### src/rtl/frd_pkg.sv
// Package: shared constants and types for the frame unwinder.
// Assumes a 32-bit word, byte addressing and a 12-bit restore mask.
package frd_pkg;
    localparam int WORD_W    = 32;
    localparam int NREG      = 12;
    localparam int IDX_W     = $clog2(NREG);
    localparam int PSW_W     = 16;
    localparam int WORD_B    = WORD_W / 8;
    localparam int ALIGN_W   = 2;
    localparam int CNT_W     = 8;

    // Control-word field positions (decoded by neighbouring logic)
    localparam int ALIGN_LSB = 30;
    localparam int FLAG_BIT  = 29;
    localparam int MASK_LSB  = 16;
    localparam int RSVD_LSB  = 8;

    typedef enum logic [2:0] {
        S_IDLE, S_ISSUE, S_TAKE, S_ALIGN, S_FIN
    } state_t;

    typedef enum logic [2:0] {
        IT_DESC, IT_PC, IT_FP, IT_AP, IT_REG, IT_ARGC
    } item_t;

    typedef struct packed {
        logic [ALIGN_W-1:0] align;
        logic               argpop;
        logic [NREG-1:0]    mask;
        logic [PSW_W-1:0]   psw;
        logic               rsvd;
    } desc_t;
endpackage

### src/rtl/frd_desc_decode.sv
// Module: splits a frame control word into its fields and flags
// a nonzero reserved byte. Purely combinational; bit 28 is not read.
module frd_desc_decode
    import frd_pkg::*;
(
    input  logic [WORD_W-1:0] word_i,
    output desc_t             desc_o
);
    // Field extraction at fixed positions
    always_comb begin
        desc_o.align  = word_i[ALIGN_LSB +: ALIGN_W];
        desc_o.argpop = word_i[FLAG_BIT];
        desc_o.mask   = word_i[MASK_LSB +: NREG];
        desc_o.psw    = word_i[PSW_W-1:0];
        desc_o.rsvd   = |word_i[PSW_W-1:RSVD_LSB];
    end
endmodule

### src/rtl/frd_mask_scan.sv
// Module: finds the lowest set bit of a mask. Assumes N >= 2.
// Reports found=0 and idx=0 for an empty mask.
module frd_mask_scan #(
    parameter int N   = 12,
    parameter int IW  = $clog2(N)
) (
    input  logic [N-1:0]  bits_i,
    output logic          found_o,
    output logic [IW-1:0] idx_o
);
    // Descending walk so the lowest set bit wins
    always_comb begin
        found_o = 1'b0;
        idx_o   = '0;
        for (int i = N - 1; i >= 0; i--) begin
            if (bits_i[i]) begin
                found_o = 1'b1;
                idx_o   = IW'(i);
            end
        end
    end
endmodule

### src/rtl/frame_unwinder.sv
// Module: top of the procedure-return unwinder. Sequences pops through
// a one-cycle-latency read port: control word, PC, FP, AP, masked
// registers, alignment, optional argument-count pop. Results are
// committed together with a done pulse. Assumes the memory never stalls.
module frame_unwinder
    import frd_pkg::*;
(
    input  logic              clk,
    input  logic              rst_n,
    input  logic              start,
    input  logic [31:0]       fp_in,
    output logic              mem_rd,
    output logic [31:0]       mem_addr,
    input  logic [31:0]       mem_rdata,
    output logic              rf_we,
    output logic [3:0]        rf_waddr,
    output logic [31:0]       rf_wdata,
    output logic [31:0]       sp_out,
    output logic [31:0]       pc_out,
    output logic [31:0]       fp_out,
    output logic [31:0]       ap_out,
    output logic [15:0]       psw_out,
    output logic              busy,
    output logic              done,
    output logic              fault
);
    localparam logic [WORD_W-1:0] STEP = WORD_W'(WORD_B);

    state_t             state;
    item_t              item;
    logic [WORD_W-1:0]  sp_w, pc_w, fp_w, ap_w, desc_q;
    logic [PSW_W-1:0]   psw_w;
    logic [NREG-1:0]    rem_mask, scan_in, cur_onehot;
    logic [IDX_W-1:0]   cur_idx, scan_idx;
    logic               scan_found;
    logic               taking, take_desc, take_reg;
    logic [WORD_W-1:0]  dec_word;
    desc_t              dec;

    assign taking    = (state == S_TAKE);
    assign take_desc = taking && (item == IT_DESC);
    assign take_reg  = taking && (item == IT_REG);

    // Decoder looks at fresh data while it arrives, else at the held copy
    assign dec_word = take_desc ? mem_rdata : desc_q;

    frd_desc_decode u_dec (
        .word_i (dec_word),
        .desc_o (dec)
    );

    // Mask for the next scan, dropping the register being restored now
    always_comb begin
        cur_onehot = '0;
        cur_onehot[cur_idx] = 1'b1;
        scan_in = take_reg ? (rem_mask & ~cur_onehot) : rem_mask;
    end

    frd_mask_scan #(.N(NREG), .IW(IDX_W)) u_scan (
        .bits_i  (scan_in),
        .found_o (scan_found),
        .idx_o   (scan_idx)
    );

    // Port-side views of the sequencer
    assign busy     = (state != S_IDLE);
    assign mem_rd   = (state == S_ISSUE);
    assign mem_addr = sp_w;
    assign rf_we    = take_reg;
    assign rf_waddr = 4'(cur_idx);
    assign rf_wdata = mem_rdata;

    // Main sequencer: pop order, pointer arithmetic and result commit
    always_ff @(posedge clk) begin
        if (!rst_n) begin
            state    <= S_IDLE;
            item     <= IT_DESC;
            sp_w     <= '0;
            pc_w     <= '0;
            fp_w     <= '0;
            ap_w     <= '0;
            desc_q   <= '0;
            psw_w    <= '0;
            rem_mask <= '0;
            cur_idx  <= '0;
            sp_out   <= '0;
            pc_out   <= '0;
            fp_out   <= '0;
            ap_out   <= '0;
            psw_out  <= '0;
            done     <= 1'b0;
            fault    <= 1'b0;
        end else begin
            done  <= 1'b0;
            fault <= 1'b0;
            unique case (state)
                S_IDLE: begin
                    if (start) begin
                        sp_w  <= fp_in + STEP;
                        item  <= IT_DESC;
                        state <= S_ISSUE;
                    end
                end
                S_ISSUE: begin
                    state <= S_TAKE;
                end
                S_TAKE: begin
                    unique case (item)
                        IT_DESC: begin
                            desc_q <= mem_rdata;
                            if (dec.rsvd) begin
                                fault <= 1'b1;
                                state <= S_IDLE;
                            end else begin
                                sp_w     <= sp_w + STEP;
                                rem_mask <= dec.mask;
                                item     <= IT_PC;
                                state    <= S_ISSUE;
                            end
                        end
                        IT_PC: begin
                            pc_w  <= mem_rdata;
                            sp_w  <= sp_w + STEP;
                            item  <= IT_FP;
                            state <= S_ISSUE;
                        end
                        IT_FP: begin
                            fp_w  <= mem_rdata;
                            sp_w  <= sp_w + STEP;
                            item  <= IT_AP;
                            state <= S_ISSUE;
                        end
                        IT_AP, IT_REG: begin
                            if (item == IT_AP) ap_w <= mem_rdata;
                            sp_w     <= sp_w + STEP;
                            rem_mask <= scan_in;
                            if (scan_found) begin
                                cur_idx <= scan_idx;
                                item    <= IT_REG;
                                state   <= S_ISSUE;
                            end else begin
                                state   <= S_ALIGN;
                            end
                        end
                        IT_ARGC: begin
                            sp_w  <= sp_w + STEP
                                     + {{(WORD_W-CNT_W-2){1'b0}}, mem_rdata[CNT_W-1:0], 2'b00};
                            state <= S_FIN;
                        end
                        default: state <= S_IDLE;
                    endcase
                end
                S_ALIGN: begin
                    sp_w  <= sp_w + WORD_W'(dec.align);
                    psw_w <= dec.psw;
                    if (dec.argpop) begin
                        item  <= IT_ARGC;
                        state <= S_ISSUE;
                    end else begin
                        state <= S_FIN;
                    end
                end
                S_FIN: begin
                    sp_out  <= sp_w;
                    pc_out  <= pc_w;
                    fp_out  <= fp_w;
                    ap_out  <= ap_w;
                    psw_out <= psw_w;
                    done    <= 1'b1;
                    state   <= S_IDLE;
                end
                default: state <= S_IDLE;
            endcase
        end
    end


    done_pulse_chk: assert property (@(posedge clk) disable iff (!rst_n)
        done |=> !done);


    done_idle_chk: assert property (@(posedge clk) disable iff (!rst_n)
        done |-> !busy);


    fault_excl_chk: assert property (@(posedge clk) disable iff (!rst_n)
        fault |-> (!done && !rf_we));


    rd_latency_chk: assert property (@(posedge clk) disable iff (!rst_n)
        mem_rd |=> !mem_rd);


    psw_rsvd_chk: assert property (@(posedge clk) disable iff (!rst_n)
        done |-> (psw_out[15:8] == 8'h00));


    scan_hit_chk: assert property (@(posedge clk) disable iff (!rst_n)
        rf_we |-> (rf_waddr < 4'(NREG)));
endmodule

### config.mk
export PLATFORM = sky130hd
export DESIGN_NAME = frame_unwinder
export DESIGN_NICKNAME = d
export VERILOG_FILES = /design/src/rtl/frd_pkg.sv /design/src/rtl/frd_desc_decode.sv /design/src/rtl/frd_mask_scan.sv /design/src/rtl/frame_unwinder.sv
export SDC_FILE = /design/constraint.sdc
export NUM_CORES = 1
export LEC_CHECK = 0
export BUFFER_PORTS_ARGS = -buffer_cell sky130_fd_sc_hd__buf_4
export CORE_AREA = 10 10 181 183
export CTS_CLUSTER_DIAMETER = 200
export DETAILED_ROUTE_END_ITERATION = 16
export DIE_AREA = 0 0 191 193
export PLACE_DENSITY = 0.8
export SLEW_MARGIN = 0
export SYNTH_ARGS = -nofsm -noshare
export SYNTH_HDL_FRONTEND = slang
export SYNTH_HIERARCHICAL = 1
export SYNTH_SLANG_ARGS = --single-unit
### constraint.sdc
create_clock -name clk -period 4.74 [get_ports clk]
set_input_delay 0.237 -clock clk [delete_from_list [all_inputs] [get_ports clk]]
set_output_delay 0.237 -clock clk [all_outputs]
set_load 0.01 [all_outputs]
==> results by group, run 1 <==
Synthesis
  – Netlist area before placement: 16300 µm²
  – Number of instances in the synthesized netlist: 2118
  – Warnings, synthesis: 6
  – Mean post-synth cell area: between 7 and 8 µm²
  – Net count after synthesis: 2200

Global route
  – Largest net degree at the start of global routing: 162
  – Wire length of the first global-routing pass: 79700 µm
  – Combined global-route utilization of all metal layers: 0.264
  – Via count of the first global-routing pass: 14800
  – Global route overflow: 0
  – Antenna violations before repair: 1

STA
  – Setup TNS after final layout: 0 ps
  – Layout Skew: between 9 and 10 ps
  – Setup repair after global routing missed its margin: no
  – Relative slew slack: 0.121
  – Final cycle utilization of the critical path: 0.906
  – Finish-stage setup viols: 0
  – Post-layout min period: around 4300 ps
  – Maximum achievable frequency: 233 MHz
  – Hold violation total from the final report: 0
  – Worst-Margin Slew: between 1000 and 1500 ps
  – Number of slew-limit violations in the final report: 0

Critical path
  – Cell at the slowest stage of the critical path: a211o_1
  – RR Startpoint: state[1]$_SDFFE_PN0N_
  – Cell Chain, Critical Path: nor2b_1 > nand2_1 > nor2_1 > nand2_1 > mux2_2 > nor4_1 > nand2_1 > nand3b_1 > nand2_1 > a211o_1 > a221oi_1 > nor2_1 > a311o_1
  – Dominant cell type by count on the critical path: nand2_1
  – Reg-to-reg critical path endpoint: mem_addr[31]$_SDFFE_PN0P_
  – Slack of the worst reg-to-reg path: about 450 ps
  – R2r worst-path depth: 13
  – Critical path required time: between 5000 and 6000 ps
  – Critical path capture point type: register
  – Arrival time of the worst setup path: roughly 4700 ps
  – Critical path's largest stage delay: ~720 ps
  – Kind of critical path: register to register
  – Crit start category: register
  – Maximum net fanout on the critical path: 29

Power and ir drop
  – Gate power share: 0.110
  – Internal power consumption: approximately 4800 µW
  – Power Dens Cells: approximately 330 nW/µm²
  – Leakage power summed over all cells: 0.00715 µW
  – Sw power: 1650 µW
  – Worst IR Drop VDD: 222 µV
  – Portion of total power attributed to the clock network: 0.416
  – Sum of internal, switching and leakage power: around 6400 µW
  – Part of the power in registers: 0.473
  – Fraction of power spent switching nets: 0.258

Hold path
  – Hold_sp: mem_rdata[24]
  – Hold Path Sink: fp_w[24]$_SDFFE_PN0P_
  – Path category of the worst min-delay check: primary input to register
  – Hold path cells: 3

Clocking
  – TritonCTS clock tree: yes
  – CTS buffer count: 36
  – TritonCTS sink count: 343
  – Root buf cell: clkbuf_16
  – Maximum clock path buffer count: 3
  – H-Tree Depth: 2
  – CTS-repair resized insts: 0
  – Latest clock arrival within the worst-skew pair: 510 ps
  – Clock-pin slew on the worst setup and hold paths: ~60 ps
  – Post-CTS setup buffers: 0

Finish
  – Layout cells sized above 1: 0.182
  – Fill cell count: 2431
  – Post-synthesis to final-layout area growth: 17.7%
  – Layout Nets: between 2000 and 2500

Detailed routing
  – Highest signal layer in the routed design: met4
  – Detailed Route WL: just over 50000 µm
  – Met2 WL post-DR: 24400 µm
  – Antenna-violating nets left: 0
  – Met3 Routed Length: ~5000 µm
  – Residual DRC count: 0
  – Met1 Routed Length: between 20000 and 25000 µm
  – Post-detailed-route wirelength per cell: just under 20 µm
  – Number of DRC markers in iteration 0: between 1500 and 2000
  – Per-cell via count in the routed design: a little under 6
  – Count of vias placed by the detailed router: roughly 16000
  – Total iterations of the first detailed-routing run: 6

Floorplanning
  – Core ar.: between 20000 and 30000 µm²
  – Initial cell density of the core: 0.557
  – Die area: between 30000 and 40000 µm²
  – Overall die width: about 190 µm
  – Ports placed on the boundary: approximately 280
  – Die Y-Extent: around 190 µm
  – Num rows: 63

Run
  – Max Cap Violations: 0

Status
  – Result of the run: complete, no violations

Place
  – Buffers on Ports: around 280
  – DP HPWL: about 35000 µm
  – Final weighted congestion of routability-driven global placement: 0.938
[how the worst max path moves through the flow]
| stage | from | to | slack (ps) | cells after the start |
|---|---|---|---|---|
| 2_1_floorplan | mem_addr[3]$_SDFFE_PN0P_ | mem_addr[31]$_SDFFE_PN0P_ | 1180 | 15 |
| 3_3_place_gp | state[1]$_SDFFE_PN0N_ | mem_addr[31]$_SDFFE_PN0P_ | 680 | 13 |
| 3_5_place_dp | state[1]$_SDFFE_PN0N_ | mem_addr[31]$_SDFFE_PN0P_ | 540 | 13 |
| 4_1_cts | state[1]$_SDFFE_PN0N_ | mem_addr[31]$_SDFFE_PN0P_ | 510 | 13 |
| 5_1_grt | state[1]$_SDFFE_PN0N_ | mem_addr[31]$_SDFFE_PN0P_ | 110 | 13 |
| 6_report | state[1]$_SDFFE_PN0N_ | mem_addr[31]$_SDFFE_PN0P_ | 450 | 13 |
[per-layer routing]
metal	up-vias	track usage
met1	7324	0.330
met3	126	0.0570
met2	759	0.445
li1	7373	-
met4	0	0.0875
met5	-	0
[cell type report]
cell class | instances | area (µm²) | share of cell area
diodes | 1 | 2.50 | 0.000131
flip-flops and latches | 343 | 6870 | 0.359
well taps | 390 | 488 | 0.0255
clock buffers | 54 | 1020 | 0.0532
repair buffers | 309 | 2330 | 0.122
clock inverters | 9 | 87.6 | 0.00457
inverters | 27 | 109 | 0.00568
multi-input cells | 1531 | 8250 | 0.431
[power by group through the flow]
| stage | sequential, µW | clock [µW] | combinational, µW |
|---|---|---|---|
| after floorplan | 3040 | 0 | 495 |
| after global placement | 3090 | 0 | 678 |
| after detailed placement | 3100 | 0 | 690 |
| after CTS | 3030 | 2700 | 696 |
| after global routing | 3040 | 2830 | 763 |
| final | 3040 | 2670 | 707 |
[sequential cells by signal, summed over array words and instances (netlist names)]
register	cells
rem_mask	12
mem_addr	32
fp_out	32
pc_w	32
desc_q	31
fault	1
item	3
done	1
state	3
fp_w	32
sp_out	32
psw_out	16
ap_w	32
rf_waddr	4
psw_w	16
ap_out	32
pc_out	32
[stage by stage]
step                setup slack (ps)  cell area [µm²]  hold WS [ps]  utilization  instances
floorplan                       1180            16300           373            -       2118
global placement                 682            18000           436        0.617       2599
detailed placement               543            18000           443        0.617       2599
CTS                              513            19100          7.24        0.655       2663
global route                     110            19100          11.2        0.655       2663
finish                           447            19200          22.9        0.655       2664
[critical path: cells and delay by family (launching register included)]
family           cells  cell delay (ps)
AND/OR/NAND/NOR      9             1650
flip-flops           1              560
AO/OA/AOI/OAI        3             1440
multiplexers         1              510
[cells in the final DEF (no fill, tap or decap), drive strengths merged, types with 9 or more instances in the layout]
| master | instances |
|---|---|
| xnor2 | 54 |
| mux2i | 19 |
| clkbuf | 54 |
| xor2 | 29 |
| mux2 | 32 |
| nand4 | 24 |
| dfxtp | 343 |
| inv | 27 |
| and3 | 18 |
| ha | 13 |
| nand3 | 46 |
| a221oi | 11 |
| o22ai | 9 |
| nand2 | 589 |
| buf | 308 |
| nor2 | 81 |
| o211ai | 9 |
| nor3 | 38 |
| nor4 | 13 |
| a211oi | 21 |
| a21oi | 307 |
| o21ai | 60 |
| and2 | 41 |
[timing repair]
item,in CTS,in global routing
setup endpoints to repair,0,0
hold endpoints to repair,3,0
hold buffers,1,0
Power figures use the tool's default switching activity.
==> run 2, diff against run 1 <==
--- a/config.mk
+++ b/config.mk
@@ -6,10 +6,10 @@
 export NUM_CORES = 1
 export LEC_CHECK = 0
 export BUFFER_PORTS_ARGS = -buffer_cell sky130_fd_sc_hd__buf_4
-export CORE_AREA = 10 10 181 183
+export CORE_AREA = 2 2 173 175
 export CTS_CLUSTER_DIAMETER = 200
 export DETAILED_ROUTE_END_ITERATION = 16
-export DIE_AREA = 0 0 191 193
+export DIE_AREA = 0 0 175 177
 export PLACE_DENSITY = 0.8
 export SLEW_MARGIN = 0
 export SYNTH_ARGS = -nofsm -noshare
==> run 2 against run 1 <==
Via count down 1.5%; maximum frequency rose by 1.5%; first-iteration DRC count down 5.0%; sequential power is essentially flat; cell area is 0.31% higher; non-clock buffer count rose by 1; hold slack worse by 13 ps; flip-flop and latch count unchanged; combinational power shrank 2%; global-route usage up 3.7 points; final cell count is the same; wire length down 6.6%.
==> results by group, run 2 (same netlist as run 1, synthesis figures left out) <==
Status
  – Result of the run: complete, no violations

Detailed routing
  – Antenna-violating nets left: 0
  – Residual DRC count: 0
  – Total iterations of the first detailed-routing run: 5
  – Detailed Route WL: between 40000 and 50000 µm
  – Count of vias placed by the detailed router: roughly 15000
  – Number of DRC markers in iteration 0: approximately 1500
  – Post-detailed-route wirelength per cell: around 18 µm
  – Per-cell via count in the routed design: approximately 5.8

Floorplanning
  – Overall die width: about 180 µm
  – Die Y-Extent: approximately 180 µm
  – Num rows: 63
  – Core ar.: about 30000 µm²
  – Die area: a little over 30000 µm²
  – Initial cell density of the core: 0.557
  – Ports placed on the boundary: approximately 280

Global route
  – Global route overflow: 0
  – Combined global-route utilization of all metal layers: 0.301
  – Largest net degree at the start of global routing: 135
  – Antenna violations before repair: 0
  – Wire length of the first global-routing pass: between 70000 and 80000 µm
  – Via count of the first global-routing pass: around 14000

Place
  – DP HPWL: approximately 32000 µm
  – Place WS: about 570 ps
  – Final weighted congestion of routability-driven global placement: slightly above 0.9
  – Placed cell count: about 2600
  – Buffers on Ports: 283

STA
  – Worst-Margin Slew: 1150 ps
  – Setup TNS after final layout: 0 ps
  – Post-layout min period: around 4200 ps
  – Relative slew slack: 0.231
  – Hold violation total from the final report: 0
  – Finish-stage setup viols: 0
  – Worst path setup slack after routing: just over 500 ps
  – Final cycle utilization of the critical path: 0.892
  – Number of slew-limit violations in the final report: 0
  – Minimum hold slack: 10.4 ps
  – Maximum achievable frequency: between 200 and 250 MHz
  – Layout Skew: 14.1 ps
  – Setup repair after global routing missed its margin: no

Finish
  – Layout cells sized above 1: 0.184
  – Fill cell count: 2444
  – Layout Nets: 2332
  – Most frequent cells in the layout: nand2_1, dfxtp_1, buf_4
  – Post-synthesis to final-layout area growth: 18.0%
  – Most common library cell in the layout ignoring fill and taps: nand2_1
  – Count of non-filler cells in the finished layout: between 2000 and 3000
  – Number of antenna cells inserted: 0

Hold path
  – Hold path cells: 3
  – Hold_sp: mem_rdata[26]
  – Hold Path Sink: fp_w[26]$_SDFFE_PN0P_
  – Path category of the worst min-delay check: primary input to register

Critical path
  – RR Startpoint: mem_addr[3]$_SDFFE_PN0P_
  – Critical path required time: ~5200 ps
  – Arrival time of the worst setup path: approximately 4700 ps
  – Maximum net fanout on the critical path: 13
  – Kind of critical path: register to register
  – Reg-to-reg critical path endpoint: mem_addr[19]$_SDFFE_PN0P_
  – Critical path capture point type: register
  – R2r worst-path depth: 13
  – Slack of the worst reg-to-reg path: around 500 ps
  – Crit start category: register

Power and ir drop
  – Worst IR Drop VDD: ~240 µV
  – Power Dens Cells: between 300 and 400 nW/µm²
  – Sum of internal, switching and leakage power: 6520 µW
  – Leakage power summed over all cells: between 0.007 and 0.008 µW

Clocking
  – Post-CTS setup buffers: 0
  – Post-CTS Hold Fix Bufs: 2
  – Latest clock arrival within the worst-skew pair: ~520 ps
  – Maximum clock path buffer count: 3
  – Root buf cell: clkbuf_16
  – Clock-pin slew on the worst setup and hold paths: about 60 ps
  – CTS-repair resized insts: 0
  – H-Tree Depth: 2
  – CTS buffer count: 37
  – TritonCTS clock tree: yes
  – TritonCTS sink count: roughly 340

Run
  – Max Cap Violations: 0
run 2: final cells by class:
type	instances	area, µm²	area share
timing repair buffer	310	2330	0.121
tap	390	488	0.0254
inverter	27	109	0.00567
clock buffer	56	1100	0.0571
sequential	343	6870	0.357
clock inverter	7	67.6	0.00352
multi-input combinational	1531	8250	0.429
run 2: where the power goes:
part / internal (µW) / switching [µW]
sequential: 2930 / 107
clock: 1650 / 1140
combinational: 284 / 412
run 2: worst max-delay path, stage by stage, from the launching register on:
cell and delay (ps):
dfxtp_1 620, ha_1 410, and4_1 400, nand2_1 110, xnor2_1 170, ha_1 360, and2_1 160, a221o_1 140
a31oi_1 80, a2111o_1 550, nor4_1 470, a21oi_1 150, o31ai_1 350, o211a_1 200
run 2: per-stage QoR:
stage / util / area [µm²]
after floorplan: - / 16300
after global placement: 0.616 / 18000
after detailed placement: 0.616 / 18000
after CTS: 0.657 / 19200
after global routing: 0.657 / 19200
final: 0.657 / 19200
run 2: how the worst max path moves through the flow:
stage                             start                        end  slack, ps  depth (start not counted)
3_5_place_dp      state[1]$_SDFFE_PN0N_  mem_addr[31]$_SDFFE_PN0P_        570                         13
6_report       mem_addr[3]$_SDFFE_PN0P_  mem_addr[19]$_SDFFE_PN0P_        510                         13
2_1_floorplan  mem_addr[3]$_SDFFE_PN0P_  mem_addr[31]$_SDFFE_PN0P_       1180                         15
5_1_grt           state[1]$_SDFFE_PN0N_  mem_addr[31]$_SDFFE_PN0P_        100                         13
3_3_place_gp      state[1]$_SDFFE_PN0N_  mem_addr[31]$_SDFFE_PN0P_        730                         13
4_1_cts           state[1]$_SDFFE_PN0N_  mem_addr[31]$_SDFFE_PN0P_        530                         13
run 2: metal layers:
metal,share of wire,track usage,up-vias
li1,-,-,7359
met1,0.42,0.392,7204
met2,0.47,0.500,653
met3,0.081,0.0528,128
met4,0.034,0.117,0
met5,0,0,-
